$ cat src/rtl/wdt_pkg.sv
package wdt_pkg;
  localparam logic [3:0] ADR_CTRL    = 4'h0;
  localparam logic [3:0] ADR_CFG     = 4'h1;
  localparam logic [3:0] ADR_WARN    = 4'h2;
  localparam logic [3:0] ADR_IEN_CLR = 4'h4;
  localparam logic [3:0] ADR_IEN_SET = 4'h5;
  localparam logic [3:0] ADR_FLAG    = 4'h6;
  localparam logic [3:0] ADR_STAT    = 4'h7;
  localparam logic [3:0] ADR_KICK    = 4'h8;

  localparam logic [7:0] KICK_KEY    = 8'hA5;

  localparam int BIT_RUN  = 1;
  localparam int BIT_WIN  = 2;
  localparam int BIT_LOCK = 7;

  localparam logic [3:0] CODE_RST = 4'hB;
endpackage

$ cat src/rtl/wdt_code_to_cycles.sv
module wdt_code_to_cycles #(
  parameter int BASE_LOG2 = 3,
  parameter int MAX_CODE  = 11,
  parameter int CW        = 16
) (
  input  logic [3:0]    code,
  output logic [CW-1:0] cycles
);
  localparam int SHW = $clog2(BASE_LOG2 + MAX_CODE + 1) + 1;

  logic [3:0]     eff;
  logic [SHW-1:0] sh;

  always_comb begin
    eff    = (code > 4'(MAX_CODE)) ? 4'(MAX_CODE) : code;
    sh     = SHW'(BASE_LOG2) + SHW'(eff);
    cycles = CW'(1) << sh;
  end
endmodule

$ cat src/rtl/wdt_regs.sv
module wdt_regs
  import wdt_pkg::*;
#(
  parameter int AW = 4
) (
  input  logic          clk,
  input  logic          rst_n,
  input  logic          reg_wr,
  input  logic [AW-1:0] reg_addr,
  input  logic [7:0]    reg_wdata,
  output logic [7:0]    reg_rdata,
  input  logic          ew_hit,
  output logic          run_q,
  output logic          win_q,
  output logic          lock_q,
  output logic [3:0]    per_code,
  output logic [3:0]    win_code,
  output logic [3:0]    warn_code,
  output logic          ien_q,
  output logic          flag_q,
  output logic          kick_ok,
  output logic          kick_bad
);
  logic hit_ctrl, hit_cfg, hit_warn, hit_iclr, hit_iset, hit_flag, hit_kick;

  always_comb begin
    hit_ctrl = reg_wr && (reg_addr == AW'(ADR_CTRL));
    hit_cfg  = reg_wr && (reg_addr == AW'(ADR_CFG));
    hit_warn = reg_wr && (reg_addr == AW'(ADR_WARN));
    hit_iclr = reg_wr && (reg_addr == AW'(ADR_IEN_CLR));
    hit_iset = reg_wr && (reg_addr == AW'(ADR_IEN_SET));
    hit_flag = reg_wr && (reg_addr == AW'(ADR_FLAG));
    hit_kick = reg_wr && (reg_addr == AW'(ADR_KICK)) && run_q;
    kick_ok  = hit_kick && (reg_wdata == KICK_KEY);
    kick_bad = hit_kick && (reg_wdata != KICK_KEY);
  end

  always_ff @(posedge clk or negedge rst_n) begin
    if (!rst_n) begin
      run_q     <= 1'b0;
      win_q     <= 1'b0;
      lock_q    <= 1'b0;
      per_code  <= CODE_RST;
      win_code  <= CODE_RST;
      warn_code <= CODE_RST;
      ien_q     <= 1'b0;
      flag_q    <= 1'b0;
    end else begin
      if (hit_ctrl && !lock_q) begin
        run_q  <= reg_wdata[BIT_RUN];
        win_q  <= reg_wdata[BIT_WIN];
        lock_q <= reg_wdata[BIT_LOCK];
      end
      if (hit_cfg && !lock_q) begin
        per_code <= reg_wdata[3:0];
        win_code <= reg_wdata[7:4];
      end
      if (hit_warn) warn_code <= reg_wdata[3:0];
      if (hit_iset && reg_wdata[0]) ien_q <= 1'b1;
      else if (hit_iclr && reg_wdata[0]) ien_q <= 1'b0;
      // a new warning event wins over a simultaneous clear
      if (ew_hit) flag_q <= 1'b1;
      else if (hit_flag && reg_wdata[0]) flag_q <= 1'b0;
    end
  end

  always_comb begin
    reg_rdata = 8'h00;
    case (reg_addr)
      AW'(ADR_CTRL):    reg_rdata = {lock_q, 4'b0000, win_q, run_q, 1'b0};
      AW'(ADR_CFG):     reg_rdata = {win_code, per_code};
      AW'(ADR_WARN):    reg_rdata = {4'b0000, warn_code};
      AW'(ADR_IEN_CLR): reg_rdata = {7'b0, ien_q};
      AW'(ADR_IEN_SET): reg_rdata = {7'b0, ien_q};
      AW'(ADR_FLAG):    reg_rdata = {7'b0, flag_q};
      default:          reg_rdata = 8'h00;
    endcase
  end
endmodule

$ cat src/rtl/wdt_count.sv
module wdt_count #(
  parameter int CW = 16
) (
  input  logic          clk,
  input  logic          rst_n,
  input  logic          run,
  input  logic          win_mode,
  input  logic          kick_ok,
  input  logic          kick_bad,
  input  logic [CW-1:0] win_cyc,
  input  logic [CW-1:0] per_cyc,
  input  logic [CW-1:0] warn_cyc,
  output logic [CW-1:0] cnt,
  output logic          rst_pulse,
  output logic          ew_hit
);
  logic [CW-1:0] limit;
  logic          early;
  logic          expire;

  always_comb begin
    limit  = win_mode ? (win_cyc + per_cyc) : per_cyc;
    early  = win_mode && (cnt < win_cyc);
    expire = (cnt >= limit - CW'(1));
    ew_hit = run && !kick_ok && !kick_bad && (cnt == warn_cyc - CW'(1));
  end

  always_ff @(posedge clk or negedge rst_n) begin
    if (!rst_n) begin
      cnt       <= '0;
      rst_pulse <= 1'b0;
    end else begin
      rst_pulse <= 1'b0;
      if (!run) begin
        cnt <= '0;
      end else if (kick_bad) begin
        rst_pulse <= 1'b1;
        cnt       <= '0;
      end else if (kick_ok) begin
        rst_pulse <= early;
        cnt       <= '0;
      end else if (expire) begin
        rst_pulse <= 1'b1;
        cnt       <= '0;
      end else begin
        cnt <= cnt + CW'(1);
      end
    end
  end
endmodule

$ cat src/rtl/win_watchdog.sv
module win_watchdog #(
  parameter int AW        = 4,
  parameter int BASE_LOG2 = 3,
  parameter int MAX_CODE  = 11
) (
  input  logic          clk,
  input  logic          rst_n,
  input  logic          reg_wr,
  input  logic [AW-1:0] reg_addr,
  input  logic [7:0]    reg_wdata,
  output logic [7:0]    reg_rdata,
  output logic          irq_early,
  output logic          wdt_reset
);
  localparam int CW    = BASE_LOG2 + MAX_CODE + 2;
  localparam int NFLD  = 3;

  logic          run_q, win_q, lock_q, ien_q, flag_q;
  logic          kick_ok, kick_bad, ew_hit;
  logic [3:0]    per_code, win_code, warn_code;
  logic [3:0]    codes [NFLD];
  logic [CW-1:0] cyc   [NFLD];
  logic [CW-1:0] cnt;

  wdt_regs #(.AW(AW)) u_regs (
    .clk(clk), .rst_n(rst_n),
    .reg_wr(reg_wr), .reg_addr(reg_addr), .reg_wdata(reg_wdata),
    .reg_rdata(reg_rdata), .ew_hit(ew_hit),
    .run_q(run_q), .win_q(win_q), .lock_q(lock_q),
    .per_code(per_code), .win_code(win_code), .warn_code(warn_code),
    .ien_q(ien_q), .flag_q(flag_q),
    .kick_ok(kick_ok), .kick_bad(kick_bad)
  );

  always_comb begin
    codes[0] = per_code;
    codes[1] = win_code;
    codes[2] = warn_code;
  end

  for (genvar g = 0; g < NFLD; g++) begin : g_dec
    wdt_code_to_cycles #(.BASE_LOG2(BASE_LOG2), .MAX_CODE(MAX_CODE), .CW(CW)) u_dec (
      .code(codes[g]), .cycles(cyc[g])
    );
  end

  wdt_count #(.CW(CW)) u_cnt (
    .clk(clk), .rst_n(rst_n),
    .run(run_q), .win_mode(win_q),
    .kick_ok(kick_ok), .kick_bad(kick_bad),
    .win_cyc(cyc[1]), .per_cyc(cyc[0]), .warn_cyc(cyc[2]),
    .cnt(cnt), .rst_pulse(wdt_reset), .ew_hit(ew_hit)
  );

  assign irq_early = flag_q & ien_q;
endmodule

$ cat config.mk
export PLATFORM = sky130hd
export DESIGN_NAME = win_watchdog
export DESIGN_NICKNAME = d
export VERILOG_FILES = /design/src/rtl/wdt_pkg.sv /design/src/rtl/wdt_code_to_cycles.sv /design/src/rtl/wdt_regs.sv /design/src/rtl/wdt_count.sv /design/src/rtl/win_watchdog.sv
export SDC_FILE = /design/constraint.sdc
export NUM_CORES = 1
export LEC_CHECK = 0
export BUFFER_PORTS_ARGS = -buffer_cell sky130_fd_sc_hd__buf_2
export CAP_MARGIN = 20
export CORE_MARGIN = 5
export CORE_UTILIZATION = 45
export CTS_BUF_LIST = sky130_fd_sc_hd__clkbuf_4 sky130_fd_sc_hd__clkbuf_8
export CTS_CLUSTER_SIZE = 24
export DETAILED_ROUTE_END_ITERATION = 8
export GPL_TIMING_DRIVEN = 0
export PLACE_DENSITY = 0.65
export SETUP_SLACK_MARGIN = 0.02
export SYNTH_ARGS = -nofsm -noshare
export SYNTH_HDL_FRONTEND = slang
export SYNTH_SLANG_ARGS = --single-unit
$ cat constraint.sdc
create_clock -name clk -period 7.57 [get_ports clk]
set_input_delay 1.514 -clock clk [delete_from_list [all_inputs] [get_ports clk]]
set_output_delay 1.514 -clock clk [all_outputs]
set_load 0.01 [all_outputs]
-- Word-level counts from Yosys, hierarchy flattened
Index checks and enable logic that the tools add are counted.
- register bits after elaboration: 34
- latch bits: 0
- bits in writable memories: 0
- bits in read-only memories: 0
- output and inout port bits: 10
- memories: 0
- add/subtract/negate cells: 7
- multipliers: 0
- divide/modulo/power cells: 0
- order comparisons: 5
- eq/ne operators: 9
- shift operators: 3
- multiplexer cells: 17
- bitwise operators: 1
- reduce and logical (&&, ||, !) cells: 26
- operators with widths (cell ; count):
    $mux 16 ; 5
    $shl 1x5->16 const A ; 3
    $pmux 8 s5 ; 1
    $sub 16x1->16 const B ; 2
    $logic_and 1x1->1 ; 19
    $add 16x1->16 const B ; 1
    $add 16x16->16 ; 1
    $eq 16x16->1 ; 1
    $ge 16x16->1 ; 1
    $lt 16x16->1 ; 1
    $add 2x4->5 const A ; 3
    $eq 4x3->1 const B ; 3
    $gt 4x4->1 const B ; 3
    $mux 4 ; 3
    $eq 8x8->1 const B ; 1
    $mux 1 ; 8
    $ne 8x8->1 const B ; 1
    $eq 4x1->1 const B ; 1
    $eq 4x2->1 const B ; 1
    $eq 4x4->1 const B ; 1
    $logic_not 4->1 ; 1
    $reduce_bool 2->1 ; 2
    $logic_not 1->1 ; 3
    $reduce_or 2->1 ; 1
    $and 1x1->1 ; 1

-- Depth between registers and ports, before layout
- word-level depth: 12
- gate-level depth with buffers: 22
- mapped depth without buffers: 21

-- Cells and area by module
Synthesis repeated with hierarchy kept, for this count alone.
- cells, all modules: 571
- area total of the unflattened synthesis: 4764.6 µm²
- modules (own cells, without submodules) (module ; times used ; cells an instance ; area each (µm²) ; sequential area each (µm²)):
    wdt_count ; 1 ; 425 ; 3393.3 ; 425.4
    wdt_regs ; 1 ; 76 ; 933.4 ; 436.7
    wdt_code_to_cycles ; 3 ; 23 ; 143.9 ; 0.0
    win_watchdog ; 1 ; 1 ; 6.3 ; 0.0

-- Worst setup path before layout
No wires, ideal clock.
- kind: reg-to-reg
- from: register u_regs.per_code[3]
- to: register u_cnt.cnt[10]
- library setup time: 0.132 ns
- arrival time: 4.278 ns
- slack: 3.160 ns
- cell stages (with the launch flop): 20
- buffers on the path: 2
- period minus slack after synthesis: 4.410 ns
- cells stage by stage: dfstp_2 clkbuf_1 nor4_1 ha_1 nor2_1 a211oi_2 or3_1 a31oi_2 nand4_1 and4bb_2 nand4_1 nor3b_2 xnor2_1 ha_1 nand4_1 a211o_1 o21a_1 nand3_1 clkbuf_1 nor2_1
- longest elaborated chain between the ends: 12
- ends and longest elaborated chain (item ; RTL line ; text):
    start: declaration ; wdt_regs.sv:16 ; output logic [3:0] per_code,
    start signal: assignment ; wdt_regs.sv:55 ; per_code <= reg_wdata[3:0];
    $gt 4x4->1 ; wdt_code_to_cycles.sv:15 ; eff = (code > 4'(MAX_CODE)) ? 4'(MAX_CODE) : code;
    $mux 4 (*) ; wdt_code_to_cycles.sv:15 ;
    $add 2x4->5 (*) ; wdt_code_to_cycles.sv:16 ; sh = SHW'(BASE_LOG2) + SHW'(eff);
    $shl 1x5->16 (*) ; wdt_code_to_cycles.sv:17 ; cycles = CW'(1) << sh;
    $add 16x16->16 ; wdt_count.sv:22 ; limit = win_mode ? (win_cyc + per_cyc) : per_cyc;
    $mux 16 (*) ; wdt_count.sv:22 ;
    $sub 16x1->16 (*) ; wdt_count.sv:24 ; expire = (cnt >= limit - CW'(1));
    $ge 16x16->1 (*) ; wdt_count.sv:24 ;
    $mux 16 (*) ; wdt_count.sv:42 ; end else if (expire) begin
    $mux 16 (*) ; wdt_count.sv:39 ; end else if (kick_ok) begin
    $mux 16 (*) ; wdt_count.sv:36 ; end else if (kick_bad) begin
    $mux 16 (*) ; wdt_count.sv:34 ; if (!run) begin
    end signal: assignment ; wdt_count.sv:46 ; cnt <= cnt + CW'(1);
    end: declaration ; wdt_count.sv:13 ; output logic [CW-1:0] cnt,
Mark *: on every way between the ends. The rest lies on a longest branch, timed or not.
A chain may end at the register's enable or synchronous reset.

-- Worst setup path in the final report
- from: register u_regs.per_code[2]
- to: register u_cnt.cnt[10]
The elaborated chain is that of the path after synthesis.

==> flow_summary_export.csv <==
group,metric,value,unit
outcome,status,"completed",
route,via_per_inst,5.75,
power_and_ir_drop,clkPwrFrac,21.0,%
sta,hold_violations,0,
cells_and_area,n_antenna_cell,0,
floorplanning,num_rows,34,
grt,antenna_found_initial,0,
power_and_ir_drop,leakage,0.00216,uW
sta,worst_hold_slack,0.515,ns
place,place_area,0.00431,mm2
place,dp.final_hpwl,8300,um
route,postRouteAntennaNets,0,
place,port_buffers,22,
clock_network,cts_resized,0,
setup_path,critical_path_class,"flip-flop to flip-flop",
floorplanning,start_util,46.2,%
sta,skew,0.00594,ns
synthesis,ys_types,64,
clock_network,cts-root-buf,"clkbuf_8",
clock_network,htree_levels,2,
power_and_ir_drop,ir_drop,0.000123,V
setup_path,worstRegToRegCells,20,
sta,maxSlewViolCount,0,
synthesis,postSynthRegisterBits,34,
synthesis,ys_warn_count,0,
power_and_ir_drop,p_int,568,uW
setup_path,r2r-end,"u_cnt.cnt[10]",
place,gp_congestion,0.917,
sta,max_freq,189,MHz
power_and_ir_drop,seqPwrFrac,24.9,%
grt,grt_overflow_total,0,
setup_path,regToRegSetupSlack,2.27,ns
setup_path,crit_start,"u_regs.per_code[2]",
sta,rsz0062_at_grt,"false",
power_and_ir_drop,p_per_area,221,mW/mm2
power_and_ir_drop,switching_share,42.3,%
synthesis,synthArstFlopShare,100,%
power_and_ir_drop,p_switching,416,uW
sta,worstMarginPinSlew,0.790,ns
cells_and_area,drive_above_1_share,13.8,%
setup_path,cp.required,7.79,ns
synthesis,synth.area.top_cells,"dfrtp_1 (16%), ha_1 (15%), dfstp_2 (5.9%)",
route,drc,0,
route,dr.first_iter.drc_count,177,
clock_network,holdBufCountCts,0,
grt,grt_pass1_wl,17400,um
floorplanning,coreArea,0.00872,mm2
sta,setup_violations,0,
grt,first_global_vias,3594,
clock_network,clockBufferDepth,2,
job,cap_violations,0,
synthesis,seq_area_frac_synth,21.4,%
setup_path,cp_max_fo,10,
clock_network,cts_made_buffers,5,
sta,maxSlewHeadroom,47.4,%
floorplanning,fp.dieW,105,um
floorplanning,ios,25,
clock_network,cts_tree,"built",
synthesis,synth_cells,501,
synthesis,ys.flop_type,"dfrtp_1",
synthesis,synth-edff-count,0,
min_path,hold_path_class,"flip-flop to flip-flop",
route,route.vias.total,3738,
sta,min_period,5.30,ns
setup_path,r2r-start,"u_regs.per_code[2]",
clock_network,clkSlewWorstSetupHoldPaths,0.08,ns
clock_network,clk_latency,0.29,ns
clock_network,post-cts-setup-buffers,0,
cells_and_area,fin_nets,606,
cells_and_area,fin_area,0.00445,mm2
route,dr.pass1.iters,5,
grt,track_usage,19.0,%
clock_network,clock_sinks,34,
synthesis,syn_area,0.00403,mm2
floorplanning,die_h,105,um
sta,finalSetupTns,0,ns
sta,fin_crit_sh,70.0,%
cells_and_area,area_growth,10.5,%
setup_path,critPathLaunchType,"flip-flop",
synthesis,yosysTopAreaCell,"dfrtp_1",
power_and_ir_drop,p_comb_share,54.1,%
route,wire_per_inst,16.2,um
power_and_ir_drop,power,983,uW
setup_path,endpoint,"u_cnt.cnt[10]",
setup_path,critPathArrivalTime,5.53,ns
grt,grt_max_degree,35,
floorplanning,dieArea,0.0109,mm2
synthesis,syn_area_per_cell,8.03,um2
setup_path,end_kind,"flip-flop",
route,totalWireLength,10500,um
synthesis,synth_top_area_share,15.5,%
==> Yosys cell counts, types with 3 or more instances <==
| master | number |
|---|---|
| a211oi_1 | 5 |
| a21o_1 | 17 |
| a21oi_1 | 35 |
| a22oi_1 | 4 |
| and2_1 | 3 |
| and3_1 | 9 |
| clkbuf_1 | 12 |
| clkbuf_8 | 3 |
| dfrtp_1 | 25 |
| dfstp_2 | 9 |
| ha_1 | 49 |
| inv_1 | 21 |
| mux2_2 | 15 |
| mux2i_1 | 8 |
| nand2_1 | 42 |
| nand2b_1 | 12 |
| nand3_1 | 15 |
| nand3b_1 | 3 |
| nand4_1 | 11 |
| nor2_1 | 54 |
| nor2b_1 | 11 |
| nor3_1 | 18 |
| nor4_1 | 5 |
| o21a_1 | 5 |
| o21ai_0 | 23 |
| or2_2 | 5 |
| xnor2_1 | 20 |
| xor2_1 | 19 |
==> power groups by stage <==
stage | registers, uW | logic [uW] | clock network [uW]
after floorplan | 238 | 410 | 0
after global placement | 245 | 509 | 0
after detailed placement | 246 | 521 | 0
after CTS | 243 | 527 | 210
after global routing | 248 | 598 | 218
final | 245 | 532 | 207
==> routing by layer <==
metal	track usage (%)	wire, um	up-vias
met5	0	0	-
met4	3.74	91	0
met3	2.96	402	13
met2	31.1	4940	76
met1	26.6	5070	1790
li1	-	-	1859
==> layout by cell type (no fill, tap or decap), types with 9 or more instances in the layout <==
master,netlist,routed
nand2_1,42,42
ha_1,49,49
a21oi_1,35,35
clkbuf_1,12,12
a21o_1,17,17
dfrtp_1,25,25
and3_1,9,9
conb_1,2,13
nand2b_1,12,12
mux2_2,15,15
inv_1,21,21
nor2_1,54,54
xor2_1,19,19
xnor2_1,20,20
nor2b_1,11,11
o21ai_0,23,23
nor3_1,18,18
dfstp_2,9,9
nand4_1,11,11
nand3_1,15,15
buf_2,0,22
==> through the flow <==
stage | util, % | setup slack, ns | std cells
after floorplan | - | 3.16 | 512
after global placement | 49.4 | 2.35 | 642
after detailed placement | 49.4 | 2.24 | 642
after CTS | 51.0 | 2.20 | 650
after global routing | 51.0 | 1.73 | 650
final | 51.0 | 2.27 | 650
==> worst min-delay path by stage <==
stage / from / endpoint / slack, ns / depth (start not counted)
floorplan: u_regs.lock_q / u_regs.lock_q / 0.46 / 1
detailed placement: u_regs.lock_q / u_regs.lock_q / 0.49 / 1
global route: u_regs.lock_q / u_regs.lock_q / 0.54 / 1
finish: u_regs.lock_q / u_regs.lock_q / 0.52 / 1
global placement: u_regs.lock_q / u_regs.lock_q / 0.49 / 1
CTS: u_regs.lock_q / u_regs.lock_q / 0.51 / 1
==> final cells by class <==
type / count / area, um2
fillers: 842 / 4270
multi-input cells: 439 / 3020
flip-flops and latches: 34 / 862
well taps: 108 / 135
repair buffers: 22 / 110
plain buffers: 17 / 101
inverters: 22 / 82.6
clock buffers: 5 / 68.8
clock inverters: 3 / 68.8
==> critical path: stages (launching register included) <==
cell and delay, ns:
dfrtp_1 0.38, clkbuf_1 0.26, nor4_1 0.53, ha_1 0.36, nor2_1 0.16, a211oi_2 0.09
or3_1 0.37, a31oi_2 0.26, nand4_1 0.19, nor4_1 0.38, nand2_1 0.12, xnor2_1 0.23
ha_1 0.28, a21o_1 0.17, a21oi_1 0.19, nand2_1 0.10, a211oi_1 0.28, o21a_1 0.17
nand3_1 0.23, clkbuf_1 0.31, nor2_1 0.17
==> kinds of logic after synthesis <==
| kind of cell | count (synthesis) | synth area share (%) |
|---|---|---|
| simple gates | 203 | 25.6 |
| compound gates | 111 | 17.9 |
| fa+ha+maj | 50 | 15.7 |
| xor+xnor | 39 | 8.49 |
| buf+inv | 39 | 4.57 |
| flops | 34 | 21.4 |
| mux | 23 | 6.19 |
| other cells | 2 | 0.187 |
==> sequential cells by signal, indices dropped and copies added (netlist names) <==
register and count:
u_regs.win_q 1, u_regs.per_code 4, u_cnt.rst_pulse 1, u_regs.win_code 4, u_regs.ien_q 1, u_regs.flag_q 1
u_regs.warn_code 4, u_regs.run_q 1, u_regs.lock_q 1, u_cnt.cnt 16
Note: power is estimated with default switching activity, not from simulation.
